[src/rtl/parity_guard_pkg.sv]
package parity_guard_pkg;
    localparam int unsigned LANE_W = 8;
    localparam int unsigned CHK_W  = LANE_W + 1;

    typedef struct packed {
        logic err;
    } guard_state_t;
endpackage

[src/rtl/par9_core.sv]
module par9_core #(
    parameter int unsigned N_IN = 9
) (
    input  logic [N_IN-1:0] bits_i,
    output logic            even_hi_o,
    output logic            odd_hi_o
);
    logic [N_IN-1:0] chain;

    assign chain[0] = bits_i[0];
    for (genvar k = 1; k < N_IN; k++) begin : g_xor
        assign chain[k] = chain[k-1] ^ bits_i[k];
    end

    assign odd_hi_o  = chain[N_IN-1];
    assign even_hi_o = ~chain[N_IN-1];
endmodule

[src/rtl/lane_par.sv]
module lane_par
    import parity_guard_pkg::*;
(
    input  logic              wr_en,
    input  logic [LANE_W-1:0] wr_byte,
    input  logic [LANE_W-1:0] rd_byte,
    input  logic              rd_bit,
    output logic              gen_bit,
    output logic              chk_fail
);
    logic [CHK_W-1:0] core_in;
    logic             even_hi;
    logic             odd_hi;

    always_comb begin
        if (wr_en) begin
            core_in = {1'b0, wr_byte};
        end else begin
            core_in = {rd_bit, rd_byte};
        end
    end

    par9_core #(.N_IN(CHK_W)) u_core (
        .bits_i    (core_in),
        .even_hi_o (even_hi),
        .odd_hi_o  (odd_hi)
    );

    assign gen_bit  = even_hi;
    assign chk_fail = even_hi & ~wr_en & ~odd_hi;
endmodule

[src/rtl/err_latch.sv]
module err_latch
    import parity_guard_pkg::*;
(
    input  logic clk,
    input  logic rst_n,
    input  logic sample,
    input  logic fail,
    output logic flag
);
    guard_state_t st_d;
    guard_state_t st_q;

    always_comb begin
        st_d = st_q;
        if (sample && fail) begin
            st_d.err = 1'b1;
        end
    end

    always_ff @(posedge clk or negedge rst_n) begin
        if (!rst_n) begin
            st_q <= '0;
        end else begin
            st_q <= st_d;
        end
    end

    assign flag = st_q.err;
endmodule

[src/rtl/parity_err_guard.sv]
module parity_err_guard
    import parity_guard_pkg::*;
#(
    parameter int unsigned DATA_W = 8,
    localparam int unsigned LANES = DATA_W / LANE_W
) (
    input  logic              clk,
    input  logic              rst_n,
    input  logic              wr_en,
    input  logic [DATA_W-1:0] wr_data,
    input  logic              rd_en,
    input  logic [DATA_W-1:0] rd_data,
    input  logic [LANES-1:0]  rd_par,
    output logic [LANES-1:0]  par_out,
    output logic              nmi_req
);
    logic [LANES-1:0] lane_fail;
    logic             read_edge;

    for (genvar i = 0; i < LANES; i++) begin : g_lane
        lane_par u_lane (
            .wr_en    (wr_en),
            .wr_byte  (wr_data[i*LANE_W +: LANE_W]),
            .rd_byte  (rd_data[i*LANE_W +: LANE_W]),
            .rd_bit   (rd_par[i]),
            .gen_bit  (par_out[i]),
            .chk_fail (lane_fail[i])
        );
    end

    assign read_edge = rd_en & ~wr_en;

    err_latch u_latch (
        .clk    (clk),
        .rst_n  (rst_n),
        .sample (read_edge),
        .fail   (|lane_fail),
        .flag   (nmi_req)
    );
endmodule

[config.mk]
export PLATFORM = sky130hd
export DESIGN_NAME = parity_err_guard
export DESIGN_NICKNAME = d
export VERILOG_FILES = /design/src/rtl/parity_guard_pkg.sv /design/src/rtl/par9_core.sv /design/src/rtl/lane_par.sv /design/src/rtl/err_latch.sv /design/src/rtl/parity_err_guard.sv
export SDC_FILE = /design/constraint.sdc
export NUM_CORES = 1
export LEC_CHECK = 0
export BUFFER_PORTS_ARGS = -buffer_cell sky130_fd_sc_hd__buf_4
export CORE_AREA = 10 10 47 49
export CTS_BUF_LIST = sky130_fd_sc_hd__clkbuf_2 sky130_fd_sc_hd__clkbuf_4 sky130_fd_sc_hd__clkbuf_8
export CTS_CLUSTER_DIAMETER = 200
export DETAILED_ROUTE_END_ITERATION = 8
export DIE_AREA = 0 0 57 59
export PLACE_DENSITY_LB_ADDON = 0.05
export REMOVE_ABC_BUFFERS = 1
export SYNTH_ARGS = -nofsm -noshare
export SYNTH_HDL_FRONTEND = slang
export SYNTH_SLANG_ARGS = --single-unit
[constraint.sdc]
create_clock -name clk -period 1.7 [get_ports clk]
set_clock_uncertainty 0.1 [all_clocks]
set_input_delay 0.255 -clock clk [delete_from_list [all_inputs] [get_ports clk]]
set_output_delay 0.255 -clock clk [all_outputs]
set_load 0.02 [all_outputs]
==> results.cfg, run 1 <==
[grt]
grt_usage_pct = 3.64
number_of_antenna_violations_at_the_first_check_in_global_routing = 0
wire_length_of_the_first_global_routing_pass_microns = 1090
overflow = 0
grt_pass1_vias = 247
pin_count_of_the_biggest_net_entering_global_routing = 8

[synthesis]
mappedNetlistArea_sq_um = 200
synth-seq-cells = 1
ys_types = 13
ys_seq_area_share_pct = 12.5
synthesis.yosys.warnings = 0
netlist_instances = 21
post_syn_area_per_cell_sq_um = 9.53

[setup_path]
worst-path-max-fanout = 2
cp_num_buf_inv = 3
worstPathCellList = buf_6 > xnor3_1 > mux2i_1 > xnor2_1 > xnor3_1 > inv_1 > buf_6
critical-path-max-stage-delay_ns = 0.36
worst-endpoint-arrival_ns = 1.44
endpoint_kind = output port
crit_required_ns = 1.34
critical-path-top-delay-family = XOR/XNOR gates
highest_delay_cell_along_the_critical_path = sky130_fd_sc_hd__xnor3_1
timing_worst_setup_path_type = input port to output port
start_kind = input port

[timing]
setup_total_negative_slack_ns = -0.0947
final_report_hold_violation_count = 0
maxSlewViolCount = 0
tightest_slew_ns = 0.160
whs_ns = 0.365
worst_slew_margin_rel_pct = 89.0
setup_slack_ns = -0.0947
min_period_over_period_pct = 106
min_period_ns = 1.79
timing.fmax_mhz = 557
grt_setup_unrepaired = true
finalSetupViolCount = 1

[layout]
utilization_pct = 29.2
number_of_inserted_diodes = 0
largest_register_ffs = 1
area_of_the_multi_input_gates_sq_um = 166
layout-area-overhead-vs-synth_pct = 104
area.sequential_sq_um = 25.0
num-nets-final = 67
post_route_cells_drive_above_1_share_pct = 52.3
filler_cell_count = 160

[worst_hold_path]
timing.hold.worst.class = register to register

[floorplanning]
row_count = 14
die_w_microns = 57
core_region_area_sq_um = 1400
num_io_pins = 23
design.die.area_sq_um = 3360
initial_utilization_pct = 14.3
chipHeight_microns = 59

[clock_tree]
clock_latency_reported_for_the_late_side_of_the_worst_skew_pair_ns = 0
worst_setup_hold_path_clk_slew_ns = 0

[flow_run]
max_cap_violations = 0

[placed_design]
routabilityCongestion = 0.662
io_buffer_count = 22

[detailed_routing]
drtIter0Drc = 2
detail_route.drc_violations = 0
avgViaCountPerCell = 3.80
length_of_the_first_detailed_routing_pass_in_iterations = 2
detailroute.via_count = 228
drt-wirelength-per-cell_microns = 11.2
antenna_violation_net_count_after_detailed_routing = 0
drt-total-wl_microns = 673

[pwr]
report.power.total_mw = 0.195
power_leakage_nw = 0.212
irDropWorstVdd_v = 0.000269
p_per_cell_area_nw_per_um2 = 476

[status]
outcome = complete, but fails checks
violated_checks = negative setup slack
synthesized netlist by cell type (all sizes together):
library cell | instances | area (sq um)
xnor3 | 2 | 45.0
mux2i | 2 | 20.0
nand2b | 1 | 6.26
o21ai | 1 | 5.00
clkbuf | 1 | 5.00
a21oi | 1 | 5.00
xor2 | 4 | 35.0
nor2 | 1 | 3.75
xnor2 | 4 | 35.0
nand2 | 1 | 3.75
inv | 1 | 3.75
o21bai | 1 | 7.51
dfrtp | 1 | 25.0
layer usage:
| metal | global-route usage, % | vias up | wire, microns |
|---|---|---|---|
| met5 | 0 | - | 0 |
| met4 | 0 | 0 | 0 |
| met3 | 2.36 | 0 | 114 |
| met2 | 6.36 | 15 | 312 |
| met1 | 3.83 | 99 | 245 |
| li1 | - | 114 | - |
metrics by stage:
stage          setup slack [ns]  area [sq um]  instances
6_report                -0.0947           409         60
3_5_place_dp             -0.147           388         59
5_1_grt                  -0.204           409         60
2_1_floorplan            0.0578           195         20
3_3_place_gp             -0.116           388         59
4_1_cts                  -0.129           409         60
logic make-up (layout without fill, tap and decap cells):
family	Yosys count	in the layout	synth area share, %
AO/OA/AOI/OAI	3	3	8.75
buffers and inverters	2	25	4.37
flip-flops	1	1	12.5
XOR/XNOR	10	10	57.5
multiplexers	2	2	10.0
AND/OR/NAND/NOR	3	3	6.87
cell usage in the layout, fill, tap and decap left out, drive strengths merged, types with 2 or more instances in the layout:
cell type,instances
buf,23
mux2i,2
xnor3,2
xor2,4
xnor2,4
final cells by class:
class / instances / area share [%]
inverters: 1 / 0.917
multi-input cells: 18 / 40.7
flip-flops and latches: 1 / 6.12
well taps: 16 / 4.89
repair buffers: 24 / 47.4
report_power, final:
group	internal [mW]	switching [mW]
combinational	0.109	0.0611
clock	0	0
sequential	0.0245	0.000112
path summary, 6_finish.rpt:
kind | startpoint | end | slack [ns] | cells past startpoint
hold reg to reg | u_latch.flag | u_latch.flag | 0.37 | 1
max in group asynchronous | rst_n | u_latch.flag | 0.94 | 2
setup reg to reg | u_latch.flag | u_latch.flag | 0.97 | 1
hold / removal | u_latch.flag | u_latch.flag | 0.37 | 1
min in group asynchronous | rst_n | u_latch.flag | 0.48 | 2
setup / recovery | rd_data[0] | par_out | -0.09 | 7
repair_timing:
action / in CTS / in global routing
setup buffers: 0 / 0
endpoints found under the hold margin: 1 / 0
setup endpoints to repair: 2 / 2
pin swaps: 3 / 0
hold buffers: 1 / 0
resized for setup: 3 / 0
No activity file was read; power rests on OpenSTA's default activity.
==> run 2: changes to the inputs <==
--- a/config.mk
+++ b/config.mk
@@ -15,4 +15,5 @@
 export REMOVE_ABC_BUFFERS = 1
 export SYNTH_ARGS = -nofsm -noshare
 export SYNTH_HDL_FRONTEND = slang
+export SYNTH_HIERARCHICAL = 1
 export SYNTH_SLANG_ARGS = --single-unit
==> run 2 against run 1 <==
Against the previous run: the run still ends with negative setup slack left; total power grew 57%; largest power group unchanged; fmax is 12% lower; first-iteration DRC count increased by 50%; utilization increased by 7.0 points; highest routed layer unchanged.
==> results.cfg, run 2 <==
[worst_hold_path]
min_path_cells = 1
hold_path_startpoint = u_latch/flag
timing.hold.worst.class = register to register
worst_hold_path.endpoint = u_latch/flag

[detailed_routing]
length_of_the_first_detailed_routing_pass_in_iterations = 2
detailroute.via_count = 249
drt-wirelength-per-cell_microns = 12.7
drtIter0Drc = 3
drt-total-wl_microns = 788
antenna_violation_net_count_after_detailed_routing = 0
avgViaCountPerCell = 4.02
detail_route.drc_violations = 0

[synthesis]
mappedNetlistArea_sq_um = 278
synthArstFlopShare_pct = 100
synth-seq-cells = 1
synthMostInstantiatedCell = sky130_fd_sc_hd__mux2_4
ys_seq_area_share_pct = 9.01
synth_flop_cell = sky130_fd_sc_hd__dfrtp_1
netlist_instances = 22
synth-edff-count = 0
ys_types = 10
synthesis.yosys.warnings = 6
synthDominantCellAreaShare_pct = 43.2
synth_top_cell_by_area = sky130_fd_sc_hd__mux2_4
synth_commonest_cells = 8 x sky130_fd_sc_hd__mux2_4, 4 x sky130_fd_sc_hd__xnor2_1, 3 x sky130_fd_sc_hd__xor2_1
post_syn_area_per_cell_sq_um = 12.6
synth.top_cells.by_area = sky130_fd_sc_hd__mux2_4 43%, sky130_fd_sc_hd__xnor2_1 13%, sky130_fd_sc_hd__xor2_1 9.5%

[timing]
tightest_slew_ns = 0.254
timing.fmax_mhz = 491
worst_slew_margin_rel_pct = 83.0
whs_ns = 0.343
maxSlewViolCount = 0
min_period_ns = 2.04
finalSetupViolCount = 2
setup_slack_ns = -0.336
setup_total_negative_slack_ns = -0.626
grt_setup_unrepaired = true
min_period_over_period_pct = 120
final_report_hold_violation_count = 0

[grt]
overflow = 0
number_of_antenna_violations_at_the_first_check_in_global_routing = 0
wire_length_of_the_first_global_routing_pass_microns = 1250
grt_usage_pct = 4.33
grt_pass1_vias = 300
pin_count_of_the_biggest_net_entering_global_routing = 7

[layout]
filler_cell_count = 152
layout_common_cells = 22 x sky130_fd_sc_hd__buf_4, 8 x sky130_fd_sc_hd__mux2_4, 4 x sky130_fd_sc_hd__xnor2_1
largest_register_ffs = 1
utilization_pct = 36.2
num-nets-final = 69
layout_commonest_cell = sky130_fd_sc_hd__buf_4
number_of_inserted_diodes = 0
layout-area-overhead-vs-synth_pct = 82.4
post_route_cells_drive_above_1_share_pct = 76.1

[floorplanning]
design.die.area_sq_um = 3360
initial_utilization_pct = 19.8
chipHeight_microns = 59
die_w_microns = 57
row_count = 14
core_region_area_sq_um = 1400
num_io_pins = 23

[placed_design]
dp_hpwl_microns = 741
io_buffer_count = 22
worst_setup_timing_slack_at_the_placement_stage_ns = -0.393
routabilityCongestion = 0.693

[setup_path]
rr_startpoint = u_latch/flag
worst-path-max-fanout = 6
worstReg2RegEnd = u_latch/flag
timing_worst_setup_path_type = input port to output port
r2r_setup_slack_ns = 0.98
crit_required_ns = 1.34
endpoint_kind = output port
timing.reg2reg.worst_path_depth = 1
worstPathCellList = buf_12 > mux2_4 > xor2_1 > xnor3_1 > xnor2_1 > buf_4
critical-path-max-stage-delay_ns = 0.46
start_kind = input port
worst-endpoint-arrival_ns = 1.68
highest_delay_cell_along_the_critical_path = sky130_fd_sc_hd__xnor3_1

[status]
violated_checks = negative setup slack
outcome = complete, but fails checks

[pwr]
irDropWorstVdd_v = 0.000454
power_leakage_nw = 0.261
p_per_cell_area_nw_per_um2 = 602

[clock_tree]
worst_setup_hold_path_clk_slew_ns = 0
clock_latency_reported_for_the_late_side_of_the_worst_skew_pair_ns = 0
post-cts-setup-buffer-count = 0

[flow_run]
max_cap_violations = 0
==> run 2: worst max path at each step <==
stage / start / end / slack (ns) / depth (start not counted)
6_report: wr_en / par_out / -0.34 / 6
5_1_grt: wr_en / par_out / -0.40 / 6
4_1_cts: wr_en / par_out / -0.34 / 6
3_5_place_dp: wr_en / u_latch/flag / -0.39 / 7
3_3_place_gp: wr_en / par_out / -0.35 / 6
2_1_floorplan: wr_en / u_latch/flag / -0.38 / 6
==> run 2: final cells by class <==
| class | count | area [sq um] | share of cell area (%) |
|---|---|---|---|
| multi-input cells | 20 | 246 | 48.6 |
| flip-flops and latches | 1 | 25.0 | 4.94 |
| well taps | 16 | 20.0 | 3.95 |
| repair buffers | 25 | 215 | 42.5 |
==> run 2: worst max-delay path, delay by kind of cell <==
kind | cells | cell delay, ns
buffers and inverters | 2 | 0.29
multiplexers | 1 | 0.29
XOR/XNOR | 3 | 0.85
==> run 2: cells by family after synthesis <==
group | count (synthesis) | synth area share [%]
xor+xnor | 8 | 30.2
flops | 1 | 9.01
buf+inv | 1 | 4.05
simple gates | 3 | 10.8
compound gates | 1 | 2.70
mux | 8 | 43.2
==> run 2: per-stage QoR <==
step	area, sq um	total power [mW]	std cells
floorplan	267	0.192	21
global placement	479	0.294	61
detailed placement	479	0.296	61
CTS	507	0.310	62
global route	507	0.324	62
finish	507	0.305	62
==> run 2: repair_timing <==
item | 4_1_cts | 5_1_grt
pin swaps | 1 | 0
hold buffers | 1 | 0
resized for setup | 4 | 0
hold endpoints to repair | 1 | 0
setup endpoints to repair | 2 | 2
==> run 2: power breakdown <==
| part | internal (mW) | total, mW | switching (mW) |
|---|---|---|---|
| clock | 0 | 0 | 0 |
| sequential | 0.0360 | 0.0419 | 0.00589 |
| combinational | 0.156 | 0.263 | 0.107 |
| total | 0.192 | 0.305 | 0.113 |
==> run 2: metal layers <==
metal / vias to the layer above / share of wire, % / global-route usage (%)
met5: - / 0 / 0
met4: 0 / 0 / 0
met3: 0 / 7.0 / 1.07
met2: 13 / 59 / 9.15
met1: 111 / 34 / 4.29
li1: 125 / - / -
==> run 3: changes to the inputs <==
--- a/config.mk
+++ b/config.mk
@@ -5,7 +5,7 @@
 export SDC_FILE = /design/constraint.sdc
 export NUM_CORES = 1
 export LEC_CHECK = 0
-export BUFFER_PORTS_ARGS = -buffer_cell sky130_fd_sc_hd__buf_4
+export BUFFER_PORTS_ARGS = -buffer_cell sky130_fd_sc_hd__buf_2
 export CORE_AREA = 10 10 47 49
 export CTS_BUF_LIST = sky130_fd_sc_hd__clkbuf_2 sky130_fd_sc_hd__clkbuf_4 sky130_fd_sc_hd__clkbuf_8
 export CTS_CLUSTER_DIAMETER = 200
==> run 3 against run 2 <==
Against the previous run: the run still ends with negative setup slack left; sequential cell count is the same; worst setup slack better by 0.064 ns; combinational power about the same; sequential power fell by 2%; global-route usage is 0.14 points lower; critical path type is now input port to register; total power rose by 0.75%.
==> results.cfg, run 3 (same netlist as run 2, synthesis figures left out) <==
[grt]
number_of_antenna_violations_at_the_first_check_in_global_routing = 0
overflow = 0
global_route.usage.met3_pct = 0.644
grt.met2_usage_pct = 8.37
wire_length_of_the_first_global_routing_pass_microns = 1240
pin_count_of_the_biggest_net_entering_global_routing = 7
grt_usage_pct = 4.19
grt-busiest-layer = met2
grt_pass1_vias = 287
gr-usage-met1_pct = 4.75

[layout]
num-nets-final = 69
utilization_pct = 33.7
layout_commonest_cell = sky130_fd_sc_hd__buf_2
layout_common_cells = 20 x sky130_fd_sc_hd__buf_2, 8 x sky130_fd_sc_hd__mux2_4, 3 x sky130_fd_sc_hd__xor2_1, 3 x sky130_fd_sc_hd__xnor2_2, 2 x sky130_fd_sc_hd__buf_4
largest_register_ffs = 1
postLayoutCellArea_sq_um = 472
filler_cell_count = 158
post_route_cells_drive_above_1_share_pct = 84.8
layout-area-overhead-vs-synth_pct = 69.8
number_of_inserted_diodes = 0

[setup_path]
cp_num_buf_inv = 1
crit_required_ns = 1.48
highest_delay_cell_along_the_critical_path = sky130_fd_sc_hd__xnor3_2
timing.reg2reg.worst_path_depth = 1
r2r_setup_slack_ns = 0.99
worst-path-max-fanout = 6
worstReg2RegEnd = u_latch/flag
critical-path-top-delay-family = XOR/XNOR gates
critical-path-max-stage-delay_ns = 0.48
timing_worst_setup_path_type = input port to register
rr_startpoint = u_latch/flag
worst-endpoint-arrival_ns = 1.75
endpoint_kind = register
start_kind = input port
worstPathCellList = buf_12 > mux2_4 > xor2_1 > xnor3_2 > xnor2_2 > nor3b_2 > a21o_1

[clock_tree]
post-cts-setup-buffer-count = 0
worst_setup_hold_path_clk_slew_ns = 0
clock_latency_reported_for_the_late_side_of_the_worst_skew_pair_ns = 0

[detailed_routing]
detail_route.drc_violations = 0
drt-total-wl_microns = 775
antenna_violation_net_count_after_detailed_routing = 0
avgViaCountPerCell = 4.02
drt-wirelength-per-cell_microns = 12.5
length_of_the_first_detailed_routing_pass_in_iterations = 2
detailroute.via_count = 249
drtIter0Drc = 1

[pwr]
p_per_cell_area_nw_per_um2 = 651
report.power.total_mw = 0.307
power_leakage_nw = 0.256
irDropWorstVdd_v = 0.000358

[timing]
grt_setup_unrepaired = true
tightest_slew_ns = 0.238
maxSlewViolCount = 0
min_period_ns = 1.97
final_report_hold_violation_count = 0
finalSetupViolCount = 2
min_period_over_period_pct = 116
setup_total_negative_slack_ns = -0.544
timing.fmax_mhz = 507
setup_slack_ns = -0.272
worst_slew_margin_rel_pct = 84.0

[floorplanning]
design.die.area_sq_um = 3360
initial_utilization_pct = 19.8
num_io_pins = 23
core_region_area_sq_um = 1400
chipHeight_microns = 59
die_w_microns = 57
row_count = 14

[status]
outcome = complete, but fails checks
violated_checks = negative setup slack

[placed_design]
worst_setup_timing_slack_at_the_placement_stage_ns = -0.417
place_area_sq_um = 412
dp_hpwl_microns = 717
routabilityCongestion = 0.684
io_buffer_count = 22

[worst_hold_path]
worst_hold_path.endpoint = u_latch/flag
timing.hold.worst.class = register to register
hold_path_startpoint = u_latch/flag
min_path_cells = 1

[flow_run]
max_cap_violations = 0
==> run 3: area by class of cell <==
class                   instances  area (sq um)  share of cell area, %
multi-input cells              20           270                   57.3
repair buffers                 25           156                   33.2
flip-flops and latches          1          25.0                   5.31
well taps                      16          20.0                   4.24
==> run 3: routing by layer <==
metal	vias up	wire length (microns)
li1	125	-
met1	111	306
met2	13	427
met3	0	41
met4	0	0
met5	-	0
==> run 3: what timing repair did <==
action	4_1_cts	5_1_grt
endpoints found under the hold margin	1	0
setup endpoints to repair	2	2
gates resized for setup	8	3
hold buffers	1	0
pin swaps	3	1
==> run 3: power breakdown <==
part / internal [mW] / switching [mW] / leakage [nW] / total, mW
logic: 0.152 / 0.114 / 0.246 / 0.266
registers: 0.0360 / 0.00507 / 0.0100 / 0.0410
clock network: 0 / 0 / 0 / 0
total: 0.188 / 0.119 / 0.256 / 0.307
==> run 3: worst max path at each step <==
stage | slack [ns] | from | to | depth (start not counted)
final | -0.27 | wr_en | u_latch/flag | 7
after global routing | -0.35 | wr_en | u_latch/flag | 7
after CTS | -0.37 | wr_en | par_out | 7
after detailed placement | -0.42 | wr_en | par_out | 6
after global placement | -0.39 | wr_en | par_out | 7
after floorplan | -0.38 | wr_en | u_latch/flag | 6
==> run 3: metrics by stage <==
stage / cells / hold WS (ns)
2_1_floorplan: 21 / -0.141
3_3_place_gp: 61 / -0.0706
3_5_place_dp: 61 / -0.0693
4_1_cts: 62 / 0.340
5_1_grt: 62 / 0.374
6_report: 62 / 0.334
